===== src/rtl/ramp_pkg.sv =====
package ramp_pkg;
    localparam int unsigned RAMP_W = 32;
    localparam int unsigned TMR_W  = 16;

    typedef logic [RAMP_W-1:0] ramp_t;
    typedef logic [TMR_W-1:0]  ivl_t;

    // Working configuration after unpacking the shadow words.
    typedef struct packed {
        ivl_t  fall_ivl;
        ivl_t  rise_ivl;
        ramp_t fall_step;
        ramp_t rise_step;
        ramp_t lim_hi;
        ramp_t lim_lo;
        logic  en;
        logic  clr;
    } ramp_cfg_t;

    // an interval of zero counts as one.
    function automatic ivl_t ivl_floor(ivl_t v);
        return (v == '0) ? ivl_t'(1) : v;
    endfunction
endpackage


===== src/rtl/ramp_shadow.sv =====
module ramp_shadow
    import ramp_pkg::*;
(
    input  logic                clk_i,
    input  logic                rst_ni,
    input  logic [2*TMR_W-1:0]  rate_word_i,
    input  logic [2*RAMP_W-1:0] step_word_i,
    input  logic [2*RAMP_W-1:0] limit_word_i,
    input  logic                enable_i,
    input  logic                clear_i,
    input  logic                reload_on_upd_i,
    input  logic                update_i,
    output ramp_cfg_t           act_d_o,
    output logic                en_q_o,
    output logic                clr_q_o,
    output ramp_t               lo_q_o,
    output ramp_t               hi_q_o,
    output logic                upd_reload_o
);
    ramp_cfg_t act_d, act_q;
    logic      upd_reload;

    // the working set changes only on the update strobe.
    always_comb begin
        act_d      = act_q;
        upd_reload = 1'b0;
        if (update_i) begin
            act_d.fall_ivl  = rate_word_i[2*TMR_W-1:TMR_W];
            act_d.rise_ivl  = rate_word_i[TMR_W-1:0];
            act_d.fall_step = step_word_i[2*RAMP_W-1:RAMP_W];
            act_d.rise_step = step_word_i[RAMP_W-1:0];
            act_d.lim_hi    = limit_word_i[2*RAMP_W-1:RAMP_W];
            act_d.lim_lo    = limit_word_i[RAMP_W-1:0];
            act_d.en        = enable_i;
            act_d.clr       = clear_i;
            // option bit or an enable turning on
            upd_reload      = reload_on_upd_i | (enable_i & ~act_q.en);
        end
    end

    always_ff @(posedge clk_i or negedge rst_ni) begin
        if (!rst_ni) act_q <= '0;
        else         act_q <= act_d;
    end

    assign act_d_o      = act_d;
    assign en_q_o       = act_q.en;
    assign clr_q_o      = act_q.clr;
    assign lo_q_o       = act_q.lim_lo;
    assign hi_q_o       = act_q.lim_hi;
    assign upd_reload_o = upd_reload;
endmodule


===== src/rtl/ramp_timer.sv =====
module ramp_timer #(
    parameter int unsigned PRESCALE = 4,
    parameter int unsigned TMR_W    = 16
) (
    input  logic             clk_i,
    input  logic             rst_ni,
    input  logic             run_i,
    input  logic             hold_i,
    input  logic             reload_i,
    input  logic [TMR_W-1:0] ivl_i,
    output logic             fire_o
);
    localparam int unsigned PRE_W = (PRESCALE > 1) ? $clog2(PRESCALE) : 1;
    localparam logic [PRE_W-1:0] PRE_LAST = PRE_W'(PRESCALE - 1);

    typedef struct packed {
        logic [PRE_W-1:0] pre;
        logic [TMR_W-1:0] cnt;
    } tmr_st_t;

    tmr_st_t          st_d, st_q;
    logic             fire;
    logic [TMR_W-1:0] ivl_eff;

    always_comb begin
        st_d    = st_q;
        fire    = 1'b0;
        ivl_eff = (ivl_i == '0) ? TMR_W'(1) : ivl_i;
        if (run_i) begin
            if (hold_i || reload_i) begin
                // restart the interval
                st_d.pre = '0;
                st_d.cnt = ivl_eff;
            end else if (st_q.pre == PRE_LAST) begin
                st_d.pre = '0;
                if (st_q.cnt <= TMR_W'(1)) begin
                    fire     = 1'b1;
                    st_d.cnt = ivl_eff;
                end else begin
                    st_d.cnt = st_q.cnt - TMR_W'(1);
                end
            end else begin
                st_d.pre = st_q.pre + PRE_W'(1);
            end
        end
        // when not running, everything holds
    end

    always_ff @(posedge clk_i or negedge rst_ni) begin
        if (!rst_ni) st_q <= '0;
        else         st_q <= st_d;
    end

    assign fire_o = fire;
endmodule


===== src/rtl/ramp_accum.sv =====
module ramp_accum #(
    parameter int unsigned RAMP_W = 32
) (
    input  logic              clk_i,
    input  logic              rst_ni,
    input  logic              en_i,
    input  logic              clr_i,
    input  logic              fire_i,
    input  logic              dir_i,
    input  logic [RAMP_W-1:0] rise_step_i,
    input  logic [RAMP_W-1:0] fall_step_i,
    input  logic [RAMP_W-1:0] lo_i,
    input  logic [RAMP_W-1:0] hi_i,
    output logic [RAMP_W-1:0] acc_o
);
    logic [RAMP_W-1:0] acc_d, acc_q;
    logic [RAMP_W:0]   cand;
    logic              wrap;

    always_comb begin
        acc_d = acc_q;
        cand  = {1'b0, acc_q};
        if (fire_i) begin
            if (dir_i) cand = {1'b0, acc_q} + {1'b0, rise_step_i};
            else       cand = {1'b0, acc_q} - {1'b0, fall_step_i};
        end
        wrap = fire_i & cand[RAMP_W];
        if (en_i) begin
            if (clr_i) begin
                acc_d = lo_i;
            end else if (wrap) begin
                acc_d = dir_i ? hi_i : lo_i;
            end else if (cand[RAMP_W-1:0] > hi_i) begin
                acc_d = hi_i;
            end else if (cand[RAMP_W-1:0] < lo_i) begin
                acc_d = lo_i;
            end else begin
                acc_d = cand[RAMP_W-1:0];
            end
        end
    end

    always_ff @(posedge clk_i or negedge rst_ni) begin
        if (!rst_ni) acc_q <= '0;
        else         acc_q <= acc_d;
    end

    assign acc_o = acc_q;
endmodule


===== src/rtl/ramp_gen.sv =====
module ramp_gen
    import ramp_pkg::*;
#(
    parameter int unsigned PRESCALE = 4,
    parameter int unsigned PHASE_W  = 16,
    parameter int unsigned AMP_W    = 14
) (
    input  logic                clk_i,
    input  logic                rst_ni,
    input  logic [2*TMR_W-1:0]  rate_word_i,
    input  logic [2*RAMP_W-1:0] step_word_i,
    input  logic [2*RAMP_W-1:0] limit_word_i,
    input  logic                enable_i,
    input  logic                clear_i,
    input  logic                reload_on_upd_i,
    input  logic                update_i,
    input  logic                dir_i,
    output logic [RAMP_W-1:0]   ramp_o,
    output logic [PHASE_W-1:0]  phase_o,
    output logic [AMP_W-1:0]    amp_o,
    output logic                at_limit_o
);
    typedef struct packed {
        logic dir;
    } top_st_t;

    top_st_t   st_d, st_q;
    ramp_cfg_t act_d;
    logic      en_q, clr_q, upd_reload, dir_chg, fire;
    ramp_t     lo_q, hi_q, acc;
    ivl_t      ivl_sel;

    ramp_shadow u_shadow (
        .clk_i           (clk_i),
        .rst_ni          (rst_ni),
        .rate_word_i     (rate_word_i),
        .step_word_i     (step_word_i),
        .limit_word_i    (limit_word_i),
        .enable_i        (enable_i),
        .clear_i         (clear_i),
        .reload_on_upd_i (reload_on_upd_i),
        .update_i        (update_i),
        .act_d_o         (act_d),
        .en_q_o          (en_q),
        .clr_q_o         (clr_q),
        .lo_q_o          (lo_q),
        .hi_q_o          (hi_q),
        .upd_reload_o    (upd_reload)
    );

    always_comb begin
        st_d.dir = dir_i;
        dir_chg  = (dir_i != st_q.dir);
        ivl_sel  = dir_i ? act_d.rise_ivl : act_d.fall_ivl;
    end

    always_ff @(posedge clk_i or negedge rst_ni) begin
        if (!rst_ni) st_q <= '0;
        else         st_q <= st_d;
    end

    ramp_timer #(
        .PRESCALE (PRESCALE),
        .TMR_W    (TMR_W)
    ) u_timer (
        .clk_i    (clk_i),
        .rst_ni   (rst_ni),
        .run_i    (act_d.en),
        .hold_i   (act_d.clr),
        .reload_i (upd_reload | dir_chg),
        .ivl_i    (ivl_sel),
        .fire_o   (fire)
    );

    ramp_accum #(
        .RAMP_W (RAMP_W)
    ) u_accum (
        .clk_i       (clk_i),
        .rst_ni      (rst_ni),
        .en_i        (act_d.en),
        .clr_i       (act_d.clr),
        .fire_i      (fire),
        .dir_i       (dir_i),
        .rise_step_i (act_d.rise_step),
        .fall_step_i (act_d.fall_step),
        .lo_i        (act_d.lim_lo),
        .hi_i        (act_d.lim_hi),
        .acc_o       (acc)
    );

    // truncated views for narrower destinations
    assign ramp_o     = acc;
    assign phase_o    = acc[RAMP_W-1 -: PHASE_W];
    assign amp_o      = acc[RAMP_W-1 -: AMP_W];
    // pinned flag follows the registered direction
    assign at_limit_o = en_q & (st_q.dir ? (acc == hi_q) : (acc == lo_q));
endmodule



===== config.mk =====
export PLATFORM = sky130hd
export DESIGN_NAME = ramp_gen
export DESIGN_NICKNAME = d
export VERILOG_FILES = /design/src/rtl/ramp_pkg.sv /design/src/rtl/ramp_shadow.sv /design/src/rtl/ramp_timer.sv /design/src/rtl/ramp_accum.sv /design/src/rtl/ramp_gen.sv
export SDC_FILE = /design/constraint.sdc
export NUM_CORES = 1
export LEC_CHECK = 0
export BUFFER_PORTS_ARGS = -buffer_cell sky130_fd_sc_hd__buf_2
export CAP_MARGIN = 15
export CORE_MARGIN = 2
export CORE_UTILIZATION = 30
export DETAILED_ROUTE_END_ITERATION = 6
export RECOVER_POWER = 100
export SYNTH_ARGS = -nofsm -noshare
export SYNTH_HDL_FRONTEND = slang
export SYNTH_HIERARCHICAL = 1
export SYNTH_SLANG_ARGS = --single-unit

===== constraint.sdc =====
create_clock -name clk_i -period 21.8 [get_ports clk_i]
set_input_delay 2.18 -clock clk_i [delete_from_list [all_inputs] [get_ports clk_i]]
set_output_delay 2.18 -clock clk_i [all_outputs]
set_load 0.05 [all_outputs]

==> qor.yml <==
yosys:
  synth_edf_count: 0
  synthCells: 1673
  synth_area_sq_mm: 0.0162
  synth_flop_cell: "dfrtp_1"
  yosys_warnings: 6
  async_flop_share_pct: 100
  synth_nets: 1940
  synth_cell_types: 83
  seq_area_frac_synth_pct: 32.8
  postSynthRegisterBits: 213
  synth.avg_cell_area_sq_um: 9.70
sta:
  tns_ns: 0
  fin_crit_sh_pct: 65.9
  finalSetupViolCount: 0
  skew_ns: 0.0168
  drv_slew: 574
  max_freq_ghz: 0.0696
  relSlewSlack_pct: -242
  finalCriticalPeriod_ns: 14.37
  timing.hold.ws_ns: 0.480
  tightest_slew_ns: 5.13
  finalHoldViolCount: 0
  rsz0062_at_grt: "no"
drt:
  dr.first_iter.drc_count: 1019
  num_vias: 13300
  wl_met3_mm: 3.19
  drt-total-wl_mm: 54.1
  met1_length_mm: 23.2
  viasPerCell: 5.36
  firstDrtPassIters: 6
  ant_nets: 0
  routedWlPerCell_um: 21.7
  top_layer: "met5"
  drc_errors: 0
  met2_length_mm: 25.6
place:
  hpwl_mm: 41.7
  io_buffers: 229
  place_congestion: 0.950
pwr:
  ir_drop_uv: 87.5
  switching_power_uw: 1040
  power_frac_seq_pct: 26.7
  pwr-share-clk_pct: 21.1
  power_density_mw_per_mm2: 120
  p_int_uw: 1100
  swShare_pct: 48.5
  p_leak_uw: 0.00772
  p_comb_share_pct: 52.2
critical_path:
  cp.arrival_ns: 14.70
  cp.required_ns: 22.13
  r2r_end: "u_accum/acc_o[5]$_DFFE_PN0P_"
  crit_cells: 28
  crit_end: "u_accum/acc_o[5]$_DFFE_PN0P_"
  crit_slowest_cell: "clkbuf_1"
  cp_num_buf_inv: 3
  crit_fanout: 93
  r2r-start: "st_q$_DFF_PN0_"
  criticalPathCategory: "in2reg"
  worst_r2r_path_depth: 20
  cpPeakStageDelay_ns: 3.51
  r2r_slack_ns: 12.25
  start_kind: "input pin"
  startpoint: "update_i"
  cp-end-kind: "register"
  path_delay_family: "buffers and inverters"
cells_and_area:
  drive_above_1_share_pct: 15.6
  syn2layout_area_growth_pct: 9.52
  fin_nets: 2038
  fill_cells: 5509
  finish.utilization_pct: 33.1
global_route:
  first_global_vias: 13300
  grt.total_usage_pct: 18.7
  grt_pass1_wl_mm: 80.9
  grt_overflow: 0
  grt_start_max_net_pins: 94
  grt_antenna_before_repair: 6
cts:
  clk_latency_ns: 0.56
  clk_path_buf_depth: 3
  cts_setup_buffers: 0
  clk_pin_slew_worst_paths_ns: 0.06
  cts_buffers: 27
  postCtsHoldBufs: 0
  tritoncts: "yes"
  cts_resized: 0
  htreeDepth: 1
  cts_root_buf: "clkbuf_16"
  cts_sinks: 213
floorplanning:
  dieArea_sq_mm: 0.0560
  io_pins: 230
  die_x_um: 237
  core_sq_mm: 0.0537
  row_count: 85
  start_util_pct: 30.2
  dieHeight_um: 237
outcome:
  violations: "capacitance limit, slew limit"
  outcome: "finished, violations left"
flow_run:
  cap_violations: 10
hold_path:
  min_path_type: "reg2reg"
-- per-stage QoR --
| step | setup WS (ns) | std cells | total power [uW] | cell area (sq um) |
|---|---|---|---|---|
| 6_report | 7.43 | 2491 | 2140 | 17800 |
| 3_5_place_dp | 10.99 | 2438 | 1710 | 17300 |
| 2_1_floorplan | 12.26 | 1673 | 1400 | 16200 |
| 3_3_place_gp | 11.17 | 2438 | 1700 | 17300 |
| 5_1_grt | 6.40 | 2489 | 2270 | 17800 |
| 4_1_cts | 11.54 | 2488 | 2170 | 18200 |
-- area by class of cell --
class                   count  area (sq um)  area share [%]
inverters                  93           349            1.96
multi-input cells        1192          9180            51.6
clock buffers              38           767            4.31
diodes                      3          7.51          0.0422
well taps                 696           871            4.90
repair buffers            244          1150            6.45
flip-flops and latches    213          5330            30.0
clock inverters            12           128           0.718
-- registers in the layout, indices dropped and copies added, names as in the netlist --
name              cells
u_shadow/act_q       96
u_accum/acc_o        32
u_shadow/hi_q_o      32
u_shadow/lo_q_o      32
u_timer/st_q         18
st_q                  1
u_shadow/clr_q_o      1
u_shadow/en_q_o       1
-- cell usage in the layout, fill, tap and decap left out, types with 7 or more instances in the layout --
master / count
dfrtp_1: 212
buf_2: 164
mux2_1: 154
nand2_1: 115
o21ai_0: 101
ha_1: 99
inv_1: 91
nor2_1: 81
a21oi_1: 80
clkbuf_1: 79
xnor2_1: 57
mux2i_1: 49
mux2_2: 35
nand3_1: 29
nor3_1: 29
xor2_1: 27
clkbuf_16: 27
a21o_1: 25
nor4_1: 23
nand4_1: 23
a211oi_1: 20
or3_1: 13
o211ai_1: 13
a22oi_1: 13
a221oi_1: 12
nor2b_1: 11
o221ai_1: 11
and3_1: 10
o21a_1: 10
or4_1: 9
a31oi_1: 8
a221o_1: 8
o21ai_1: 8
nand2b_1: 7
buf_4: 7
o22ai_1: 7
a211o_1: 7
a32oi_1: 7
-- routing by layer --
layer | GRT usage, % | up-vias
li1 | - | 6216
met4 | 7.08 | 6
met2 | 31.4 | 477
met1 | 24.4 | 6548
met5 | 0 | -
met3 | 2.82 | 101
-- kinds of logic after synthesis --
logic type,share of synthesized area (%)
adder cells (fa/ha/maj),7.75
buffers and inverters,9.16
flip-flops,32.8
multiplexers,17.9
AND/OR/NAND/NOR,11.9
XOR/XNOR,4.53
AO/OA/AOI/OAI,15.9
-- cell usage after synthesis, drive strengths merged (13+ instances only) --
master | n | area, sq um
nor2 | 81 | 304
mux2 | 192 | 2420
a221oi | 13 | 120
a22oi | 13 | 97.6
buf | 127 | 957
nand3 | 29 | 145
xor2 | 27 | 236
o21ai | 110 | 562
a211oi | 20 | 150
a21o | 25 | 188
inv | 92 | 345
o211ai | 13 | 97.6
nand4 | 23 | 144
nor3 | 31 | 165
a21oi | 80 | 400
clkbuf | 48 | 180
ha | 99 | 1240
dfrtp | 213 | 5330
or3 | 16 | 115
nand2 | 115 | 432
xnor2 | 57 | 499
nor4 | 26 | 190
mux2i | 49 | 490
-- power groups by stage --
stage	logic, uW	registers (uW)	clock network, uW
after floorplan	791	612	0
after global placement	1120	576	0
after detailed placement	1130	579	0
after CTS	1130	572	468
after global routing	1210	580	481
final	1120	572	451
-- how the worst min path moves through the flow --
stage	start	to	slack, ns	depth (start not counted)
after global placement	u_shadow/act_q[132]$_DFF_PN0_	u_shadow/act_q[132]$_DFF_PN0_	0.48	1
final	u_shadow/act_q[144]$_DFF_PN0_	u_shadow/act_q[144]$_DFF_PN0_	0.48	1
after floorplan	u_timer/st_q[16]$_DFFE_PN0P_	u_timer/st_q[16]$_DFFE_PN0P_	0.46	1
after global routing	u_shadow/act_q[77]$_DFF_PN0_	u_shadow/act_q[77]$_DFF_PN0_	0.50	1
after CTS	u_shadow/act_q[148]$_DFF_PN0_	u_shadow/act_q[148]$_DFF_PN0_	0.50	1
after detailed placement	u_shadow/act_q[132]$_DFF_PN0_	u_shadow/act_q[132]$_DFF_PN0_	0.48	1
Power figures use the tool's default switching activity.
